**src/rtl/dbg_lock_pkg.sv**
```systemverilog
package dbg_lock_pkg;
  localparam int CMD_W = 3;
  localparam logic [CMD_W-1:0] CODE_ERASE_ALL = 3'b111;

  typedef logic [CMD_W-1:0] cmd_code_t;

  typedef enum logic [1:0] {
    DEC_NONE   = 2'b00,
    DEC_GRANT  = 2'b01,
    DEC_REJECT = 2'b10
  } dec_e;
endpackage

```
**src/rtl/dbg_boot_window.sv**
```systemverilog
module dbg_boot_window (
  input  logic clk,
  input  logic nv_init_n,
  input  logic rst_n,
  input  logic preboot,
  input  logic fw_arm,
  output logic arm_ok
);
  logic win_q;

  // The window reopens only at a reset; once pre-boot is seen low it stays shut.
  always_ff @(posedge clk) begin
    if (!nv_init_n || !rst_n) win_q <= 1'b1;
    else if (!preboot)        win_q <= 1'b0;
  end

  assign arm_ok = fw_arm && preboot && win_q && rst_n && nv_init_n;

  AST_WIN_STAYS_SHUT: assert property (@(posedge clk) disable iff (!nv_init_n || !rst_n)
    !preboot |=> !win_q) else $error("window open after preboot fell");
endmodule

```
**src/rtl/dbg_lock_store.sv**
```systemverilog
module dbg_lock_store (
  input  logic clk,
  input  logic nv_init_n,
  input  logic rst_n,
  input  logic arm_ok,
  input  logic erase_done,
  output logic lock_o,
  output logic pend_o
);
  logic lock_q, pend_q;

  // Lock is a non-volatile cell: chip reset only acts on it through the pending flag.
  always_ff @(posedge clk) begin
    if (!nv_init_n) begin
      lock_q <= 1'b0;
      pend_q <= 1'b0;
    end else if (!rst_n) begin
      if (pend_q) lock_q <= 1'b0;
      pend_q <= 1'b0;
    end else if (arm_ok) begin
      lock_q <= 1'b1;
      pend_q <= 1'b0;
    end else if (erase_done && lock_q) begin
      pend_q <= 1'b1;
    end
  end

  assign lock_o = lock_q;
  assign pend_o = pend_q;

  AST_LOCK_ARMED_ONLY: assert property (@(posedge clk) disable iff (!nv_init_n)
    $rose(lock_q) |-> $past(arm_ok)) else $error("lock rose without arm");
  AST_CLEAR_NEEDS_BOTH: assert property (@(posedge clk) disable iff (!nv_init_n)
    $fell(lock_q) |-> $past(!rst_n && pend_q)) else $error("lock fell without erase+reset");
  AST_ERASE_RECORDED: assert property (@(posedge clk) disable iff (!nv_init_n || !rst_n)
    (erase_done && lock_q && !arm_ok) |=> (pend_q && lock_q)) else $error("erase not recorded");
endmodule

```
**src/rtl/dbg_cmd_gate.sv**
```systemverilog
module dbg_cmd_gate
  import dbg_lock_pkg::*;
#(
  parameter int              W          = CMD_W,
  parameter logic [W-1:0]    ERASE_CODE = CODE_ERASE_ALL
) (
  input  logic         clk,
  input  logic         nv_init_n,
  input  logic         rst_n,
  input  logic         lock_i,
  input  logic         cmd_valid,
  output logic         cmd_ready,
  input  logic [W-1:0] cmd_code,
  output logic         grant_o,
  output logic         reject_o,
  output logic [W-1:0] code_o
);
  dec_e         dec_q;
  logic [W-1:0] code_q;
  logic         accept;
  dec_e         dec_d;

  assign cmd_ready = nv_init_n && rst_n && (dec_q == DEC_NONE);
  assign accept    = cmd_valid && cmd_ready;

  always_comb begin
    dec_d = DEC_NONE;
    if (accept) begin
      if (!lock_i || cmd_code == ERASE_CODE) dec_d = DEC_GRANT;
      else                                   dec_d = DEC_REJECT;
    end
  end

  always_ff @(posedge clk) begin
    if (!nv_init_n || !rst_n) begin
      dec_q  <= DEC_NONE;
      code_q <= '0;
    end else begin
      dec_q <= dec_d;
      if (accept) code_q <= cmd_code;
    end
  end

  assign grant_o  = (dec_q == DEC_GRANT);
  assign reject_o = (dec_q == DEC_REJECT);
  assign code_o   = code_q;

  AST_ONE_RESULT: assert property (@(posedge clk) disable iff (!nv_init_n || !rst_n)
    !(grant_o && reject_o)) else $error("grant and reject together");
  AST_RESULT_PULSE: assert property (@(posedge clk) disable iff (!nv_init_n || !rst_n)
    accept |=> ((grant_o || reject_o) && !cmd_ready)) else $error("no result after accept");
  AST_LOCKED_BLOCKS: assert property (@(posedge clk) disable iff (!nv_init_n || !rst_n)
    (accept && lock_i && cmd_code != ERASE_CODE) |=> (reject_o && !grant_o)) else $error("locked op passed");
  AST_OPEN_GRANTS: assert property (@(posedge clk) disable iff (!nv_init_n || !rst_n)
    (accept && !lock_i) |=> (grant_o && code_o == $past(cmd_code))) else $error("open op refused");
endmodule

```
**src/rtl/dbg_sec_lock.sv**
```systemverilog
module dbg_sec_lock
  import dbg_lock_pkg::*;
#(
  parameter int               W          = CMD_W,
  parameter logic [W-1:0]     ERASE_CODE = CODE_ERASE_ALL
) (
  input  logic         clk,
  input  logic         nv_init_n,
  input  logic         rst_n,
  input  logic         preboot,
  input  logic         fw_arm,
  input  logic         cmd_valid,
  output logic         cmd_ready,
  input  logic [W-1:0] cmd_code,
  input  logic         erase_done,
  output logic         cmd_grant,
  output logic         cmd_reject,
  output logic [W-1:0] grant_code,
  output logic         locked,
  output logic         clr_pending
);
  logic arm_ok;
  logic lock_s, pend_s;

  dbg_boot_window u_win (
    .clk(clk), .nv_init_n(nv_init_n), .rst_n(rst_n),
    .preboot(preboot), .fw_arm(fw_arm), .arm_ok(arm_ok)
  );

  dbg_lock_store u_store (
    .clk(clk), .nv_init_n(nv_init_n), .rst_n(rst_n),
    .arm_ok(arm_ok), .erase_done(erase_done),
    .lock_o(lock_s), .pend_o(pend_s)
  );

  dbg_cmd_gate #(.W(W), .ERASE_CODE(ERASE_CODE)) u_gate (
    .clk(clk), .nv_init_n(nv_init_n), .rst_n(rst_n), .lock_i(lock_s),
    .cmd_valid(cmd_valid), .cmd_ready(cmd_ready), .cmd_code(cmd_code),
    .grant_o(cmd_grant), .reject_o(cmd_reject), .code_o(grant_code)
  );

  assign locked      = lock_s;
  assign clr_pending = pend_s;

  AST_ARM_IN_PREBOOT: assert property (@(posedge clk) disable iff (!nv_init_n)
    $rose(locked) |-> $past(fw_arm && preboot)) else $error("armed outside preboot");
  AST_NO_READY_IN_RESET: assert property (@(posedge clk)
    !rst_n |-> !cmd_ready) else $error("ready during reset");
endmodule

```
**config.mk**
```make
export PLATFORM = sky130hd
export DESIGN_NAME = dbg_sec_lock
export DESIGN_NICKNAME = d
export VERILOG_FILES = /design/src/rtl/dbg_lock_pkg.sv /design/src/rtl/dbg_boot_window.sv /design/src/rtl/dbg_lock_store.sv /design/src/rtl/dbg_cmd_gate.sv /design/src/rtl/dbg_sec_lock.sv
export SDC_FILE = /design/constraint.sdc
export NUM_CORES = 1
export LEC_CHECK = 0
export BUFFER_PORTS_ARGS = -buffer_cell sky130_fd_sc_hd__buf_2
export CAP_MARGIN = 20
export CORE_AREA = 3 3 40 42
export CTS_CLUSTER_DIAMETER = 120
export DETAILED_ROUTE_END_ITERATION = 7
export DIE_AREA = 0 0 43 45
export PLACE_DENSITY_LB_ADDON = 0.1
export SLEW_MARGIN = 10
export SYNTH_ARGS = -nofsm -noshare
export SYNTH_HDL_FRONTEND = slang
export SYNTH_SLANG_ARGS = --single-unit
```
**constraint.sdc**
```tcl
create_clock -name clk -period 1.5 [get_ports clk]
set_input_delay 0 -clock clk [delete_from_list [all_inputs] [get_ports clk]]
set_output_delay 0 -clock clk [all_outputs]
set_load 0.01 [all_outputs]
```
==> summary.md <==
| Metric | Value |
|---|---|
| Clock latency on the worst-skew pair | 250 ps |
| Drt via density | 4.39 |
| Final period utilization | 0.888 |
| # placed instances | 63 |
| Mean cell area of the mapped netlist | 9.97 um2 |
| Dominant cell by count in the synthesized netlist | dfxtp_1 |
| Multi-input logic area | 145 um2 |
| Share of the synthesized area in compound gates (AO/OA/AOI/OAI) | 0.126 |
| Diodes inserted | 0 |
| Power spent charging and discharging nets | 0.103 mW |
| Internal portion of total power | 0.342 mW |
| Floorplan row count | 13 |
| Headroom to the max-slew limit | 0.814 |
| Post-detailed-routing wire length | 719 um |
| Clk slew on worst S/H paths | 60 ps |
| Clk sinks | 8 |
| Hold crit path type | in2reg |
| Post-route cell area | 475 um2 |
| Gate power share | 0.125 |
| Clock buffers created by TritonCTS | 3 |
| Number of vias after detailed routing | 307 |
| Top achievable clock speed | 0.750 GHz |
| Worst setup slack after placement | 444 ps |
| IO Pins | 18 |
| Cell types occupying the most area after synthesis | dfxtp_1 (52%), mux2i_1 (9.7%), nor3b_4 (6.1%) |
| Synthesized netlist cell count | 31 |
| Number of fillers in the final layout | 150 |
| Gr usage total | 0.0844 |
| Post-CTS setup buffer count | 0 |
| Instance area after placement | 413 um2 |
| DP Wirelength | 569 um |
| Maximum vdd drop | 0.385 mV |
| Fin. Hold Viols | 0 |
| RePlAce Congestion | 0.699 |
| # nets final | 67 |
| Cell types with the highest counts after synthesis | dfxtp_1 (8), nor2_1 (4), mux2i_1 (3) |
| Worst-case clock buffer depth | 2 |
| Outcome | finished, final reports clean |
| Pwr Density | 938 mW/mm2 |
| Number of violations reported at the end of detailed-routing iteration 0 | 3 |
| Port-buffer cells | 17 |
| Count of TritonRoute iterations in the first routing pass | 2 |
| Total negative slack for setup checks | 0 ps |
| Power share of the clock group | 0.369 |
| Flop pwr share | 0.506 |
| Max Cap Viol | 0 |
| Most area-hungry cell type in the Yosys netlist | dfxtp_1 |
| Die outline area | 0.00194 mm2 |
| Starting Density | 0.241 |
| Number of global-route vias before repair | 279 |
| Min Clock Period, post-route | 1330 ps |
| Simple-gate share of the synthesized area | 0.247 |
| Post-detailed-route DRC marker count | 0 |
| Synth top area share | 0.518 |
| Library cells used by synthesis | 16 |
| Top flip-flop cell by instance count after synthesis | dfxtp_1 |
| Average routed wire per standard cell | 10.3 um |
| Area growth from synthesis to layout | 53.8% |
| Number of flops mapped to enable cells by yosys | 0 |
| Wire length of the first global-routing pass | 1140 um |
| Setup repair after global routing missed its margin | false |
| Critical path required time | 1690 ps |
| Kind of launch point of the worst setup path | flop |
| Static Leakage | 0.231 nW |
| Share of final-layout standard cells stronger than drive strength 1 | 0.382 |
| Fraction of the mapped netlist area in adder cells | 0 |
| Transition time of the tightest slew-check pin | 279 ps |
| Maximum number of pins on one net before global-route repair | 7 |
| Mux contribution to synthesized area | 0.0972 |
| Arr. time, crit path | 1520 ps |
| Cell at the root of the clock tree | clkbuf_4 |
| H-tree depth | 1 |
| Fraction of the core area covered by cells at the end of the flow | 0.370 |
| Quantity of hold-fixing buffers added after cts | 4 |
| Warning count from the yosys run | 0 |
| CP max FO | 5 |
| PostCTS Resize Cnt | 0 |
| Worst setup path class | reg2reg |
| Remaining number of nets flagged by the antenna check after routing | 0 |
| Overall die width | 43 um |
| Number of cells in the finished layout apart from fillers | 70 |
| Core area | 0.00128 mm2 |
| Initial antenna violation count | 0 |
| Cell area after synthesis | 309 um2 |
| Number of max-slew violations in the final report | 0 |
| Die Span Y | 45 um |
| Worst Skew | 2.58 ps |
| Total grt overflow | 0 |
| Min setup slack post-route | 167 ps |
| Sequential-to-total area share from yosys stat | 0.518 |
| Dominant combinational cell family by area after synthesis | simple AND/OR/NAND/NOR gates |
| Sequential standard cell area | 160 um2 |
| Syn_nets | 41 |
| Clock tree from TritonCTS | built |
| Xor/xnor share of the synthesized area | 0 |
| Crit path capture type | flop |
| Switching part of the total power | 0.232 |
| Async set or reset register ratio after synthesis | 0 |
| Register bit count reported by yosys | 8 |
| Final setup violation count | 0 |
-- worst max-delay path, cell delays in order (launching register included) --
cell	delay, ps
dfxtp_1	390
a21oi_1	90
a311oi_1	210
dlygate4sd3_1	590
-- routing by layer --
layer,vias to the layer above,global-route usage,part of all wire
li1,157,-,-
met3,2,0.0319,0.11
met1,133,0.0998,0.44
met2,15,0.120,0.44
met5,-,0,0
met4,0,0.0723,0.011
-- sequential cells by signal (all words and copies together), names as in the netlist --
register / cells
u_gate.dec_q: 2
u_store.pend_o: 1
u_store.lock_o: 1
u_win.win_q: 1
u_gate.code_o: 3
-- layout make-up --
cell class / instances / area share
clock buffers: 3 / 0.0474
inverters: 1 / 0.00789
repair buffers: 21 / 0.263
multi-input cells: 22 / 0.305
well taps: 15 / 0.0395
flip-flops and latches: 8 / 0.337
-- power groups by stage --
stage / clock [mW] / sequential [mW] / combinational, mW
after floorplan: 0 / 0.231 / 0.0231
after global placement: 0 / 0.230 / 0.0498
after detailed placement: 0 / 0.230 / 0.0502
after CTS: 0.172 / 0.226 / 0.0567
after global routing: 0.177 / 0.227 / 0.0618
final: 0.165 / 0.226 / 0.0558
-- cells in the final DEF, fill, tap and decap left out --
| cell type | count |
|---|---|
| clkbuf_4 | 3 |
| nor3b_4 | 1 |
| inv_1 | 1 |
| nor3_1 | 1 |
| mux2i_1 | 3 |
| buf_2 | 17 |
| nand2_1 | 2 |
| o21ai_0 | 1 |
| a21boi_0 | 1 |
| a311oi_1 | 1 |
| and2b_1 | 1 |
| a21o_1 | 1 |
| a21oi_1 | 2 |
| nor2b_1 | 1 |
| dfxtp_1 | 8 |
| nand4_1 | 1 |
| nor2_1 | 4 |
| nand3_1 | 2 |
| dlygate4sd3_1 | 4 |
-- cell families (layout without fill, tap and decap cells) --
kind of cell	after synthesis	after routing
compound gates	6	6
buf+inv	1	25
flops	8	8
mux	3	3
simple gates	13	13
-- metrics by stage --
stage	total power, mW	hold WS, ps
6_report	0.446	8.97
5_1_grt	0.466	18.9
4_1_cts	0.454	4.72
3_5_place_dp	0.280	223
3_3_place_gp	0.280	217
2_1_floorplan	0.255	114
-- path summary, 6_finish.rpt --
path                       start  depth (start not counted)  slack [ps]                to
setup / recovery  u_store.lock_o                          3         170    u_store.pend_o
hold / removal       cmd_code[2]                          3           9  u_gate.code_o[2]
setup reg to reg  u_store.lock_o                          3         170    u_store.pend_o
hold reg to reg      u_win.win_q                          1         480       u_win.win_q
No activity file was read; power rests on OpenSTA's default activity.
